<file path="config.mk">
export PLATFORM = sky130hd
export DESIGN_NAME = wdog_supervisor
export DESIGN_NICKNAME = d
export VERILOG_FILES = /design/src/rtl/wdog_pkg.sv /design/src/rtl/wdog_sync_edge.sv /design/src/rtl/wdog_period_sel.sv /design/src/rtl/wdog_timer.sv /design/src/rtl/wdog_supervisor.sv
export SDC_FILE = /design/constraint.sdc
export NUM_CORES = 1
export LEC_CHECK = 0
export BUFFER_PORTS_ARGS = -buffer_cell sky130_fd_sc_hd__buf_2
export CELL_PAD_IN_SITES_DETAIL_PLACEMENT = 0
export CELL_PAD_IN_SITES_GLOBAL_PLACEMENT = 1
export CORE_UTILIZATION = 49
export DETAILED_ROUTE_END_ITERATION = 16
export GPL_ROUTABILITY_DRIVEN = 0
export PLACE_DENSITY_LB_ADDON = 0.15
export REMOVE_ABC_BUFFERS = 1
export SKIP_LAST_GASP = 1
export SLEW_MARGIN = 10
export SYNTH_ARGS = -nofsm -noshare
export SYNTH_HDL_FRONTEND = slang
export SYNTH_SLANG_ARGS = --single-unit
export TNS_END_PERCENT = 5
</file>
<file path="constraint.sdc">
create_clock -name clk -period 10 [get_ports clk]
set_input_delay 3 -clock clk [delete_from_list [all_inputs] [get_ports clk]]
set_output_delay 3 -clock clk [all_outputs]
set_load 0.005 [all_outputs]
</file>
<file path="src/rtl/wdog_pkg.sv">
package wdog_pkg;

    typedef enum logic [1:0] {
        ST_STARTUP   = 2'd0,
        ST_WAIT_EDGE = 2'd1,
        ST_RUN       = 2'd2,
        ST_PULSE     = 2'd3
    } wd_state_e;

    localparam logic [2:0] SEL_OFF = 3'b011;

    // Timeout length in base units for each select code (0 for the off code).
    function automatic logic [31:0] units_for_code(input logic [2:0] code);
        logic [31:0] u;
        unique case (code)
            3'b000:  u = 32'd1;
            3'b001:  u = 32'd10;
            3'b010:  u = 32'd30;
            3'b011:  u = 32'd0;
            3'b100:  u = 32'd100;
            3'b101:  u = 32'd1000;
            3'b110:  u = 32'd10000;
            default: u = 32'd60000;
        endcase
        return u;
    endfunction

endpackage

</file>
<file path="src/rtl/wdog_sync_edge.sv">
module wdog_sync_edge #(
    parameter int unsigned STAGES = 2
) (
    input  logic clk,
    input  logic rst_n,
    input  logic strobe_i,
    output logic edge_o
);
    logic [STAGES-1:0] chain_q;
    logic              hist_q;

    generate
        if (STAGES == 1) begin : g_one
            always_ff @(posedge clk) begin
                if (!rst_n) chain_q <= '0;
                else        chain_q <= strobe_i;
            end
        end else begin : g_many
            always_ff @(posedge clk) begin
                if (!rst_n) chain_q <= '0;
                else        chain_q <= {chain_q[STAGES-2:0], strobe_i};
            end
        end
    endgenerate

    always_ff @(posedge clk) begin
        if (!rst_n) hist_q <= 1'b0;
        else        hist_q <= chain_q[STAGES-1];
    end

    assign edge_o = chain_q[STAGES-1] ^ hist_q;
endmodule

</file>
<file path="src/rtl/wdog_period_sel.sv">
module wdog_period_sel
    import wdog_pkg::*;
#(
    parameter int unsigned UNIT_CYCLES     = 1000,
    parameter int unsigned CNT_W           = 32,
    parameter bit          FIRST_EDGE_EN   = 1'b0,
    parameter logic [2:0]  FIRST_EDGE_CODE = 3'b110
) (
    input  logic             clk,
    input  logic             rst_n,
    input  logic [2:0]       sel_i,
    output logic             sel_chg_o,
    output logic             off_o,
    output logic             fe_mode_o,
    output logic [CNT_W-1:0] period_o
);
    logic [2:0]  sel_q;
    logic [63:0] prod;

    always_ff @(posedge clk) begin
        if (!rst_n) sel_q <= SEL_OFF;
        else        sel_q <= sel_i;
    end

    assign sel_chg_o = (sel_i != sel_q);
    assign off_o     = (sel_q == SEL_OFF);
    assign prod      = 64'(units_for_code(sel_q)) * 64'(UNIT_CYCLES);
    assign period_o  = prod[CNT_W-1:0];

    generate
        if (FIRST_EDGE_EN) begin : g_fe
            assign fe_mode_o = (sel_q == FIRST_EDGE_CODE);
        end else begin : g_no_fe
            assign fe_mode_o = 1'b0;
        end
    endgenerate
endmodule

</file>
<file path="src/rtl/wdog_timer.sv">
module wdog_timer #(
    parameter int unsigned CNT_W = 32
) (
    input  logic             clk,
    input  logic             rst_n,
    input  logic             clr_i,
    input  logic [CNT_W-1:0] limit_i,
    output logic [CNT_W-1:0] cnt_o,
    output logic             hit_o
);
    always_ff @(posedge clk) begin
        if (!rst_n)     cnt_o <= '0;
        else if (clr_i) cnt_o <= '0;
        else            cnt_o <= cnt_o + CNT_W'(1);
    end

    assign hit_o = (cnt_o == (limit_i - CNT_W'(1)));
endmodule

</file>
<file path="src/rtl/wdog_supervisor.sv">
module wdog_supervisor
    import wdog_pkg::*;
#(
    parameter int unsigned UNIT_CYCLES     = 1000,
    parameter int unsigned PULSE_CYCLES    = 200,
    parameter bit          FIRST_EDGE_EN   = 1'b0,
    parameter logic [2:0]  FIRST_EDGE_CODE = 3'b110,
    parameter int unsigned SYNC_STAGES     = 2
) (
    input  logic       clk,
    input  logic       rst_n,
    input  logic       strobe_i,
    input  logic [2:0] sel_i,
    output logic       wdo_n_o
);
    localparam longint unsigned MAX_PERIOD = 64'(60000) * 64'(UNIT_CYCLES);
    localparam longint unsigned MAX_COUNT  =
        (MAX_PERIOD > 64'(PULSE_CYCLES)) ? MAX_PERIOD : 64'(PULSE_CYCLES);
    localparam int unsigned     CNT_W      = $clog2(MAX_COUNT + 1);

    wd_state_e        state_q, state_nx;
    logic             strobe_edge;
    logic             sel_chg, off, fe_mode;
    logic [CNT_W-1:0] period, limit, cnt;
    logic             hit, clr;

    wdog_sync_edge #(.STAGES(SYNC_STAGES)) u_sync (
        .clk      (clk),
        .rst_n    (rst_n),
        .strobe_i (strobe_i),
        .edge_o   (strobe_edge)
    );

    wdog_period_sel #(
        .UNIT_CYCLES     (UNIT_CYCLES),
        .CNT_W           (CNT_W),
        .FIRST_EDGE_EN   (FIRST_EDGE_EN),
        .FIRST_EDGE_CODE (FIRST_EDGE_CODE)
    ) u_sel (
        .clk       (clk),
        .rst_n     (rst_n),
        .sel_i     (sel_i),
        .sel_chg_o (sel_chg),
        .off_o     (off),
        .fe_mode_o (fe_mode),
        .period_o  (period)
    );

    assign limit = (state_q == ST_PULSE) ? CNT_W'(PULSE_CYCLES) : period;

    wdog_timer #(.CNT_W(CNT_W)) u_timer (
        .clk     (clk),
        .rst_n   (rst_n),
        .clr_i   (clr),
        .limit_i (limit),
        .cnt_o   (cnt),
        .hit_o   (hit)
    );

    // Next-state and timer-clear decisions
    always_comb begin
        state_nx = state_q;
        clr      = 1'b0;
        if (sel_chg || off) begin
            state_nx = ST_STARTUP;                  // restart
            clr      = 1'b1;
        end else begin
            unique case (state_q)
                ST_STARTUP: begin
                    if (fe_mode) begin
                        state_nx = ST_WAIT_EDGE;    // first-edge-arm
                        clr      = 1'b1;
                    end else if (hit) begin
                        state_nx = ST_RUN;          // startup-done
                        clr      = 1'b1;
                    end
                end
                ST_WAIT_EDGE: begin
                    clr = 1'b1;
                    if (strobe_edge) state_nx = ST_RUN;  // first-edge-seen
                end
                ST_RUN: begin
                    if (strobe_edge) begin
                        clr = 1'b1;
                    end else if (hit) begin
                        state_nx = ST_PULSE;        // timeout
                        clr      = 1'b1;
                    end
                end
                ST_PULSE: begin
                    if (hit) begin
                        state_nx = ST_RUN;          // pulse-done
                        clr      = 1'b1;
                    end
                end
            endcase
        end
    end

    // State register
    always_ff @(posedge clk) begin
        if (!rst_n) state_q <= ST_STARTUP;
        else        state_q <= state_nx;
    end

    // Output register
    always_ff @(posedge clk) begin
        if (!rst_n) wdo_n_o <= 1'b1;
        else        wdo_n_o <= (state_nx != ST_PULSE);
    end

    // Assertions
    a_r1_edge_clears: assert property (@(posedge clk) disable iff (!rst_n)
        (state_q == ST_RUN && strobe_edge && !sel_chg && !off)
        |=> (state_q == ST_RUN && cnt == '0));

    a_r2_fall_from_pulse: assert property (@(posedge clk) disable iff (!rst_n)
        $fell(wdo_n_o) |-> (state_q == ST_PULSE));

    a_r3_pulse_holds: assert property (@(posedge clk) disable iff (!rst_n)
        (state_q == ST_PULSE && !hit && !sel_chg && !off) |=> (state_q == ST_PULSE));

    a_r5_off_high: assert property (@(posedge clk) disable iff (!rst_n)
        off |-> wdo_n_o);

    a_r6_count_in_range: assert property (@(posedge clk) disable iff (!rst_n)
        !off |-> (cnt < limit));

    a_r8_wait_holds: assert property (@(posedge clk) disable iff (!rst_n)
        (state_q == ST_WAIT_EDGE && !strobe_edge && !sel_chg && !off)
        |=> (state_q == ST_WAIT_EDGE));

    a_r9_sel_restart: assert property (@(posedge clk) disable iff (!rst_n)
        sel_chg |=> (state_q == ST_STARTUP && cnt == '0));
endmodule

</file>
==> flow_metrics.env <==
export IMPL_vias_per_cell=5.96
export IMPL_layout_commonest_cell="nand2_1"
export IMPL_grt_pass1_wl_um=22500
export IMPL_routed_wl_um=13400
export IMPL_synth_fa_ha_area_frac=0.186
export IMPL_syn_mean_instance_area_um2=7.59
export IMPL_total_power_mw=0.541
export IMPL_grt_pass1_vias=4628
export IMPL_yosysWarnings=0
export IMPL_vias=4925
export IMPL_worstPathMaxFanout=17
export IMPL_cp_slowest_cell="a21oi_1"
export IMPL_p_leak_nw=2.25
export IMPL_hold_violations=0
export IMPL_setup_violations=0
export IMPL_slew_viol_final=0
export IMPL_synth_mux_area_frac=0.0198
export IMPL_maxSlewHeadroom=0.232
export IMPL_clock_root_buffer="clkbuf_8"
export IMPL_wl_per_cell_um=16.3
export IMPL_dieWidth_um=106
export IMPL_ys_flop_type="dfxtp_1"
export IMPL_num_fill_cells=1021
export IMPL_area_delta_synth_final_pct=3.37
export IMPL_worst_ep_arrival_time_ns=9.14
export IMPL_synth_top_family_by_area="simple AND/OR/NAND/NOR gates"
export IMPL_initial_core_util=0.509
export IMPL_cap_violations=0
export IMPL_ioPinCount=7
export IMPL_holdWs_ns=0.487
export IMPL_clockBufferDepth=2
export IMPL_max_clock_freq_ghz=0.111
export IMPL_worstHoldEndpoint="u_sync.chain_q[1]"
export IMPL_cp_end_kind="flip-flop"
export IMPL_htreeDepth=2
export IMPL_min_path_type="reg -> reg"
export IMPL_finalSetupTns_ns=0
export IMPL_async_reset_ff_frac=0
export IMPL_cts_tree="built"
export IMPL_synthDistinctLibCells=82
export IMPL_rsz0062_at_grt="false"
export IMPL_max_stage_delay_ns=0.68
export IMPL_grt_total_usage=0.248
export IMPL_min_path_cells=1
export IMPL_synth_xor_area_frac=0.0941
export IMPL_fin_crit_ns=8.98
export IMPL_required_ns=10.16
export IMPL_final_cell_mix="nand2_1, inv_1, nor2_1"
export IMPL_numCtsBuffers=5
export IMPL_tightest_slew_ns=1.15
export IMPL_synth_top_area_frac=0.132
export IMPL_drt_pass1_iterations=6
export IMPL_p_per_area_nw_per_um2=98.7
export IMPL_dp_cells=819
export IMPL_timing_final_ws_setup_ns=1.02
export IMPL_r2r_start="u_sel.sel_q[0]"
export IMPL_synth_area_um2=5300
export IMPL_yosys_top_cells_area="dfxtp_1, ha_1, fa_1, xnor2_1, nand2_1"
export IMPL_clock_sinks=35
export IMPL_path_class="reg -> reg"
export IMPL_grt_antenna_before_repair=0
export IMPL_dp_slack_ns=1.09
export IMPL_drc=0
export IMPL_yosys_area_top_type="dfxtp_1"
export IMPL_min_from="u_sync.chain_q[0]"
export IMPL_synth_seq_cells=35
export IMPL_path_buf_inv=5
export IMPL_netlist_instances=699
export IMPL_dieHeight_um=106
export IMPL_yosysSeqAreaShare=0.132
export IMPL_clock_skew_ns=0.00892
export IMPL_diodes=0
export IMPL_clock_latency_ns=0.28
export IMPL_core_um2=10400
export IMPL_drive_gt1_frac=0.0681
export IMPL_drt_iter0_markers=341
export IMPL_start_kind="flip-flop"
export IMPL_synth_simple_gate_area_frac=0.253
export IMPL_ctsHoldBuffers=0
export IMPL_synth_edff_count=0
export IMPL_row_count=37
export IMPL_port_buffers=6
export IMPL_period_share=0.898
export IMPL_rr_worst_depth=25
export IMPL_path_clk_slew_ns=0.08
export IMPL_ctsResizeCount=0
export IMPL_grt_start_max_net_pins=34
export IMPL_synth_compound_area_frac=0.246
export IMPL_cts_setup_buffers=0
export IMPL_rrSetupSlack_ns=1.02
export IMPL_die_area_um2=11200
export IMPL_grt_overflow_total=0
export IMPL_status="complete, no violations"
export IMPL_timing_rr_end="u_timer.cnt_o[0]"
export IMPL_instances_no_fill=826
export IMPL_path_delay_family="compound AO/OA/AOI/OAI gates"
export IMPL_postRouteAntennaNets=0
export IMPL_nNetsFinal=763
export IMPL_vdd_drop_max_uv=68.5
export IMPL_hpwl_um=10800
-- cells by family (layout without fill, tap and decap cells) --
logic type / after synthesis / count (layout)
compound gates: 177 / 177
flops: 35 / 35
simple gates: 267 / 267
buf+inv: 85 / 74
xor+xnor: 57 / 57
fa+ha+maj: 67 / 67
other cells: 1 / 3
mux: 10 / 10
-- per-layer routing --
metal,vias to the layer above,global-route usage,share of wire
li1,2481,-,-
met1,2341,0.322,0.47
met2,88,0.438,0.48
met3,15,0.0239,0.030
met4,0,0.0635,0.017
met5,-,0,0
-- layout make-up --
class | instances | area, um^2 | share of cell area
clock buffer | 6 | 82.6 | 0.0151
clock inverter | 1 | 5.00 | 0.000913
inverter | 57 | 214 | 0.0390
multi-input combinational | 581 | 4250 | 0.775
sequential | 35 | 701 | 0.128
tap | 136 | 170 | 0.0310
timing repair buffer | 10 | 60.1 | 0.0110
-- cells in the mapped netlist, types with 7 or more instances --
library cell and number:
o211ai_1 8, xnor2_1 45, nor2b_1 9, fa_1 20
o21ai_0 17, nand2_1 79, inv_1 56, o22ai_1 21
dfxtp_1 35, ha_1 47, nand3_1 30, nor3_1 17
or2_2 7, clkbuf_1 13, nand2b_1 9, a31oi_1 7
and2_1 12, xor2_1 12, a21o_1 10, a21oi_1 34
a211oi_1 8, nand4_1 8, o21a_1 10, nor2_1 56
-- flip-flops by register name, summed over array words and instances (netlist names) --
signal	flops
u_sync.hist_q	1
state_q	2
wdo_n_o	1
u_timer.cnt_o	26
u_sync.chain_q	2
u_sel.sel_q	3
-- metrics by stage --
| stage | util | area, um^2 |
|---|---|---|
| after global routing | 0.526 | 5480 |
| final | 0.526 | 5480 |
| after floorplan | - | 5160 |
| after detailed placement | 0.518 | 5400 |
| after CTS | 0.526 | 5480 |
| after global placement | 0.518 | 5400 |
-- worst register-to-register path, cell delays in order, from the launching register on --
cell	delay [ns]
dfxtp_1	0.61
nand2b_1	0.41
nor2_1	0.07
buf_4	0.18
inv_1	0.19
ha_1	0.24
inv_1	0.10
a21oi_1	0.68
ha_1	0.39
fa_1	0.48
fa_1	0.52
fa_1	0.55
inv_1	0.04
ha_1	0.34
a21oi_1	0.21
o21a_1	0.20
mux2_2	0.39
a211oi_2	0.57
nand3_1	0.39
or4_4	0.51
a31o_1	0.19
a311oi_1	0.26
nand4_1	0.26
a211oi_4	0.63
buf_4	0.32
o22ai_1	0.11
-- worst max-delay path by stage --
stage | cells past startpoint | from | to
global route | 25 | u_sel.sel_q[0] | u_timer.cnt_o[0]
global placement | 25 | u_sel.sel_q[0] | u_timer.cnt_o[13]
detailed placement | 25 | u_sel.sel_q[0] | u_timer.cnt_o[0]
floorplan | 24 | u_sel.sel_q[1] | state_q[0]
finish | 25 | u_sel.sel_q[0] | u_timer.cnt_o[0]
CTS | 25 | u_sel.sel_q[0] | u_timer.cnt_o[0]
-- power breakdown --
group / total [mW] / leakage, nW / switching (mW) / internal, mW
Clock: 0.106 / 0.0470 / 0.0514 / 0.0541
Sequential: 0.144 / 0.283 / 0.00304 / 0.141
Combinational: 0.292 / 1.92 / 0.178 / 0.114
Total: 0.541 / 2.25 / 0.232 / 0.309
No activity file was read; power rests on OpenSTA's default activity.
